==> config.mk <==
export PLATFORM = sky130hd
export DESIGN_NAME = rx_err_fifo
export DESIGN_NICKNAME = d
export VERILOG_FILES = /design/src/rtl/rx_err_fifo_pkg.sv /design/src/rtl/rxf_ptr_ctrl.sv /design/src/rtl/rxf_store.sv /design/src/rtl/rxf_err_tally.sv /design/src/rtl/rx_err_fifo.sv
export SDC_FILE = /design/constraint.sdc
export NUM_CORES = 1
export LEC_CHECK = 0
export BUFFER_PORTS_ARGS = -buffer_cell sky130_fd_sc_hd__buf_4
export CAP_MARGIN = 20
export CORE_ASPECT_RATIO = 0.9
export CORE_MARGIN = 2
export CORE_UTILIZATION = 49
export CTS_CLUSTER_SIZE = 20
export DETAILED_ROUTE_END_ITERATION = 12
export GPL_TIMING_DRIVEN = 0
export PLACE_DENSITY_LB_ADDON = 0.08
export SYNTH_ARGS = -nofsm -noshare
export SYNTH_HDL_FRONTEND = slang
export SYNTH_SLANG_ARGS = --single-unit
==> constraint.sdc <==
create_clock -name clk -period 9.7 [get_ports clk]
set_input_delay 2.91 -clock clk [delete_from_list [all_inputs] [get_ports clk]]
set_output_delay 2.91 -clock clk [all_outputs]
set_load 0.03 [all_outputs]
==> src/rtl/rx_err_fifo_pkg.sv <==
package rx_err_fifo_pkg;

  localparam int TAG_W = 3;

  typedef struct packed {
    logic brk;
    logic pe;
    logic fe;
  } rx_tag_t;

endpackage

==> src/rtl/rxf_ptr_ctrl.sv <==
module rxf_ptr_ctrl #(
  parameter int DEPTH = 64,
  localparam int AW = $clog2(DEPTH),
  localparam int CW = AW + 1
) (
  input  logic          clk,
  input  logic          rst,
  input  logic          wr_req,
  input  logic          rd_req,
  output logic          push_ok,
  output logic          pop_ok,
  output logic [AW-1:0] wr_ptr,
  output logic [AW-1:0] rd_ptr,
  output logic [CW-1:0] level,
  output logic          empty,
  output logic          full,
  output logic          ovr_pulse
);

  localparam logic [AW-1:0] LAST = AW'(DEPTH - 1);
  localparam logic [CW-1:0] CAP  = CW'(DEPTH);

  assign empty   = (level == '0);
  assign full    = (level == CAP);
  assign push_ok = wr_req && !full;
  assign pop_ok  = rd_req && !empty;

  always_ff @(posedge clk) begin
    if (rst) begin
      wr_ptr    <= '0;
      rd_ptr    <= '0;
      level     <= '0;
      ovr_pulse <= 1'b0;
    end else begin
      ovr_pulse <= wr_req && full;
      if (push_ok) wr_ptr <= (wr_ptr == LAST) ? '0 : wr_ptr + 1'b1;
      if (pop_ok)  rd_ptr <= (rd_ptr == LAST) ? '0 : rd_ptr + 1'b1;
      case ({push_ok, pop_ok})
        2'b10:   level <= level + 1'b1;
        2'b01:   level <= level - 1'b1;
        default: level <= level;
      endcase
    end
  end


  level_in_range_chk: assert property (@(posedge clk) disable iff (rst)
    level <= CAP);


  no_overflow_chk: assert property (@(posedge clk) disable iff (rst)
    (wr_req && full && !rd_req) |=> (ovr_pulse && level == CAP));


  no_underflow_chk: assert property (@(posedge clk) disable iff (rst)
    (rd_req && empty && !wr_req) |=> (level == '0 && $stable(rd_ptr)));


  level_hold_chk: assert property (@(posedge clk) disable iff (rst)
    (push_ok && pop_ok) |=> $stable(level));

endmodule

==> src/rtl/rxf_store.sv <==
module rxf_store #(
  parameter int DEPTH = 64,
  parameter int WIDTH = 11,
  localparam int AW = $clog2(DEPTH)
) (
  input  logic             clk,
  input  logic             we,
  input  logic [AW-1:0]    waddr,
  input  logic [WIDTH-1:0] wdata,
  input  logic [AW-1:0]    raddr,
  output logic [WIDTH-1:0] rdata
);

  logic [WIDTH-1:0] mem [DEPTH];

  always_ff @(posedge clk) begin
    if (we) mem[waddr] <= wdata;
  end

  assign rdata = mem[raddr];

endmodule

==> src/rtl/rxf_err_tally.sv <==
module rxf_err_tally #(
  parameter int DEPTH = 64,
  localparam int CW = $clog2(DEPTH) + 1
) (
  input  logic          clk,
  input  logic          rst,
  input  logic          inc,
  input  logic          dec,
  input  logic [CW-1:0] level,
  output logic          tagged_any
);

  logic [CW-1:0] tally;

  always_ff @(posedge clk) begin
    if (rst) tally <= '0;
    else begin
      case ({inc, dec})
        2'b10:   tally <= tally + 1'b1;
        2'b01:   tally <= tally - 1'b1;
        default: tally <= tally;
      endcase
    end
  end

  assign tagged_any = (tally != '0);


  tally_bound_chk: assert property (@(posedge clk) disable iff (rst)
    tally <= level);


  tally_no_wrap_chk: assert property (@(posedge clk) disable iff (rst)
    !(dec && !inc && tally == '0));


  tally_hold_chk: assert property (@(posedge clk) disable iff (rst)
    (inc && dec) |=> $stable(tally));

endmodule

==> src/rtl/rx_err_fifo.sv <==
module rx_err_fifo
  import rx_err_fifo_pkg::*;
#(
  parameter int DEPTH  = 64,
  parameter int CHAR_W = 8,
  localparam int AW = $clog2(DEPTH),
  localparam int CW = AW + 1,
  localparam int EW = CHAR_W + TAG_W
) (
  input  logic              clk,
  input  logic              rst,
  input  logic              wr_en,
  input  logic [CHAR_W-1:0] wr_char,
  input  logic              wr_fe,
  input  logic              wr_pe,
  input  logic              wr_brk,
  input  logic              rd_en,
  input  logic              ovr_in,
  output logic [CHAR_W-1:0] rd_char,
  output logic              top_fe,
  output logic              top_pe,
  output logic              top_brk,
  output logic              any_err,
  output logic [CW-1:0]     level,
  output logic              empty,
  output logic              full,
  output logic              ovr_pulse
);

  logic          push_ok, pop_ok, tagged_any;
  logic [AW-1:0] wr_ptr, rd_ptr;
  logic [EW-1:0] wr_entry, rd_entry;
  rx_tag_t       in_tag, head_tag;

  assign in_tag   = '{brk: wr_brk, pe: wr_pe, fe: wr_fe};
  assign wr_entry = {in_tag, wr_char};

  rxf_ptr_ctrl #(.DEPTH(DEPTH)) u_ptr (
    .clk(clk), .rst(rst), .wr_req(wr_en), .rd_req(rd_en),
    .push_ok(push_ok), .pop_ok(pop_ok), .wr_ptr(wr_ptr), .rd_ptr(rd_ptr),
    .level(level), .empty(empty), .full(full), .ovr_pulse(ovr_pulse)
  );

  rxf_store #(.DEPTH(DEPTH), .WIDTH(EW)) u_mem (
    .clk(clk), .we(push_ok), .waddr(wr_ptr), .wdata(wr_entry),
    .raddr(rd_ptr), .rdata(rd_entry)
  );

  assign head_tag = empty ? '0 : rx_tag_t'(rd_entry[EW-1:CHAR_W]);

  rxf_err_tally #(.DEPTH(DEPTH)) u_tally (
    .clk(clk), .rst(rst),
    .inc(push_ok && (in_tag != '0)),
    .dec(pop_ok && (head_tag != '0)),
    .level(level), .tagged_any(tagged_any)
  );

  assign rd_char = rd_entry[CHAR_W-1:0];
  assign top_fe  = head_tag.fe;
  assign top_pe  = head_tag.pe;
  assign top_brk = head_tag.brk;
  assign any_err = tagged_any || ovr_in;


  empty_tags_zero_chk: assert property (@(posedge clk) disable iff (rst)
    empty |-> !(top_fe || top_pe || top_brk));


  tag_implies_summary_chk: assert property (@(posedge clk) disable iff (rst)
    (top_fe || top_pe || top_brk) |-> any_err);


  ovr_summary_chk: assert property (@(posedge clk) disable iff (rst)
    ovr_in |-> any_err);

endmodule

==> impl_metrics.ini <==
[placed_design]
place_hpwl_um = 45500
gp_routability_congestion = 0.790
pre_cts_ws_ns = 2.99
port_buffers = 36

[logic_synthesis]
ys_warn_count = 0
syn_nets = 1349
syn_area_per_cell_um2 = 21.8
synth_cell_type_count = 48
synth_edf_count = 704
synth_seq_cells = 737
syn_area_um2 = 28700
synthFlopType = edfxtp_1
synthArstFlopShare = 0
synthCells = 1317
seq_area_frac_synth = 0.759

[worst_setup_path]
slowest_delay_ns = 0.74
cpMaxStageDelayCell = buf_1
worstSetupPathType = reg2out
cp.required_ns = 6.79
cp-start-kind = flip-flop
path_buf_inv = 5
endpoint_kind = primary output
crit_path_cell_trace = buf_2 > buf_6 > buf_4 > buf_1 > mux2i_1 > a31oi_1 > o21a_1 > a221oi_1 > nor2_1 > buf_4
worst_path_most_repeated_cell = buf_4
crit_arrival_ns = 4.43
crit_path_max_fanout = 10
crit_family = buffers and inverters

[clocking]
cts_setup_buffers = 0
insertion_delay_ns = 0.62
cts_resized = 0
clock_sinks = 737
cts_root_buf = clkbuf_16
clock_path_buffers = 3
numCtsBuffers = 76
cts_hold_buffers = 0
clk_pin_slew_ns = 0.06
htree_levels = 3
cts_tree = yes

[power]
peakVddDrop_uv = 240
pwr_density_cell_nw_per_um2 = 242
leakagePower_nw = 10.3

[die]
die_y_um = 234
die_x_um = 259
io_pins = 38
coreArea_um2 = 58200
initial_core_util = 0.494
die_area_um2 = 60600
rows = 84

[grt]
grt_pass1_wl_um = 99200
grt_overflow = 0
grt_max_degree = 66
grt_pass1_vias = 13800
grt_use_total = 0.235
antenna_found_initial = 3

[timing]
fin_skew_ns = 0.0238
post-route-period-util = 0.756
worst_pin_slew_ns = 1.11
rsz0062_at_grt = no
final_max_slew_viol_count = 0
finalHoldViolCount = 0
max_freq_ghz = 0.136
setup_tns_ns = 0
min_period_ns = 7.34
layout_setup_ws_ns = 2.36
worst_slew_margin_rel = 0.258
setup_viol_count_final = 0

[layout]
layout_common_cells = edfxtp_1, mux4_2, nor2_1
n_antenna_cell = 0
nets = 1526
mostFrequentLayoutCell = edfxtp_1
layout-drive-gt1-share = 0.290
area.growth.synth_to_final_pct = 15.0

[routing]
dr_total_vias = 14000
drt_iter0_drc = 1892
wl_um = 68800
dr.pass1.iters = 5
ant_nets = 0
viasPerCell = 6.01
drt-wirelength-per-cell_um = 29.6
drc = 0

[worst_hold_path]
holdCritPathClass = reg2reg

[run]
drv_cap = 0

[run_status]
status = finished clean
## routing by layer
metal,global-route usage,part of all wire,vias to the layer above
met5,0,0,-
met4,0.0575,0.019,0
met3,0.0392,0.072,85
met2,0.364,0.47,534
met1,0.355,0.44,7512
li1,-,-,5855
## report_power, final
part,internal (mW),switching (mW)
combinational,0.641,0.879
clock,1.72,1.18
sequential,3.53,0.0373
## sequential cells by signal, summed over array words and instances, names as in the netlist, named ones only
signal and cells:
u_ptr.level 7, u_tally.tally 7, u_ptr.wr_ptr 6, u_mem.mem 704
u_ptr.rd_ptr 6, u_ptr.ovr_pulse 1
## Yosys cell counts (3+ instances only)
cell type / number / area [um2]
dfxtp_1: 33 / 661
and3_1: 6 / 37.5
nor3_1: 4 / 20.0
ha_1: 14 / 175
buf_1: 9 / 33.8
inv_1: 18 / 67.6
nand3b_1: 4 / 30.0
clkbuf_1: 32 / 120
mux2i_1: 20 / 200
o31ai_1: 3 / 22.5
buf_6: 7 / 78.8
nand3_1: 7 / 35.0
edfxtp_1: 704 / 21100
xor2_1: 6 / 52.6
nand2_1: 20 / 75.1
o21ai_0: 5 / 25.0
o22ai_1: 3 / 18.8
xnor2_1: 7 / 61.3
nor4_1: 3 / 18.8
a211oi_1: 5 / 37.5
buf_2: 18 / 90.1
a31oi_1: 4 / 25.0
mux4_2: 216 / 4860
or3_1: 3 / 18.8
o21ai_1: 4 / 20.0
nor2_1: 100 / 375
a21oi_1: 22 / 110
nor2b_1: 11 / 68.8
## cells by family after synthesis
group / Yosys count / share of synthesized area
multiplexers: 236 / 0.176
XOR/XNOR: 13 / 0.00396
flip-flops: 737 / 0.759
AND/OR/NAND/NOR: 168 / 0.0262
adder cells (fa/ha/maj): 16 / 0.00749
AO/OA/AOI/OAI: 62 / 0.0136
buffers and inverters: 85 / 0.0138
## final timing paths
check / start / to / slack, ns / depth (start not counted)
max: flip-flop / top_fe / 2.36 / 10
min reg2reg: u_tally.tally[4]$_SDFFE_PP0P_ / u_tally.tally[4]$_SDFFE_PP0P_ / 0.51 / 2
min: u_tally.tally[4]$_SDFFE_PP0P_ / u_tally.tally[4]$_SDFFE_PP0P_ / 0.51 / 2
max reg2reg: flip-flop / u_tally.tally[6]$_SDFFE_PP0P_ / 3.87 / 18
## per-stage QoR
step                      utilization  std cells  power [mW]  hold WS (ns)  instance area (um2)
after global placement          0.515       2127        5.17         0.474                30000
after floorplan                     -       1317        4.61         0.454                28700
after detailed placement        0.523       2173        5.18         0.484                30400
after CTS                       0.565       2310        8.08         0.496                32900
after global routing            0.567       2327        8.28         0.519                33000
final                           0.567       2327        7.99         0.511                33000
## cell type report
class                   count  area [um2]
well taps                 774         968
multi-input cells         495        6540
fillers                  4424       25200
flip-flops and latches    737       21800
clock buffers              93        2030
plain buffers              67         330
clock inverters            44         432
inverters                  18        67.6
repair buffers             99         872
## worst min-delay path, cell delays in order (launching register included)
cell	delay, ns
dfxtp_1	0.33
nand2_1	0.08
a21oi_1	0.06
Note: power is estimated with default switching activity, not from simulation.
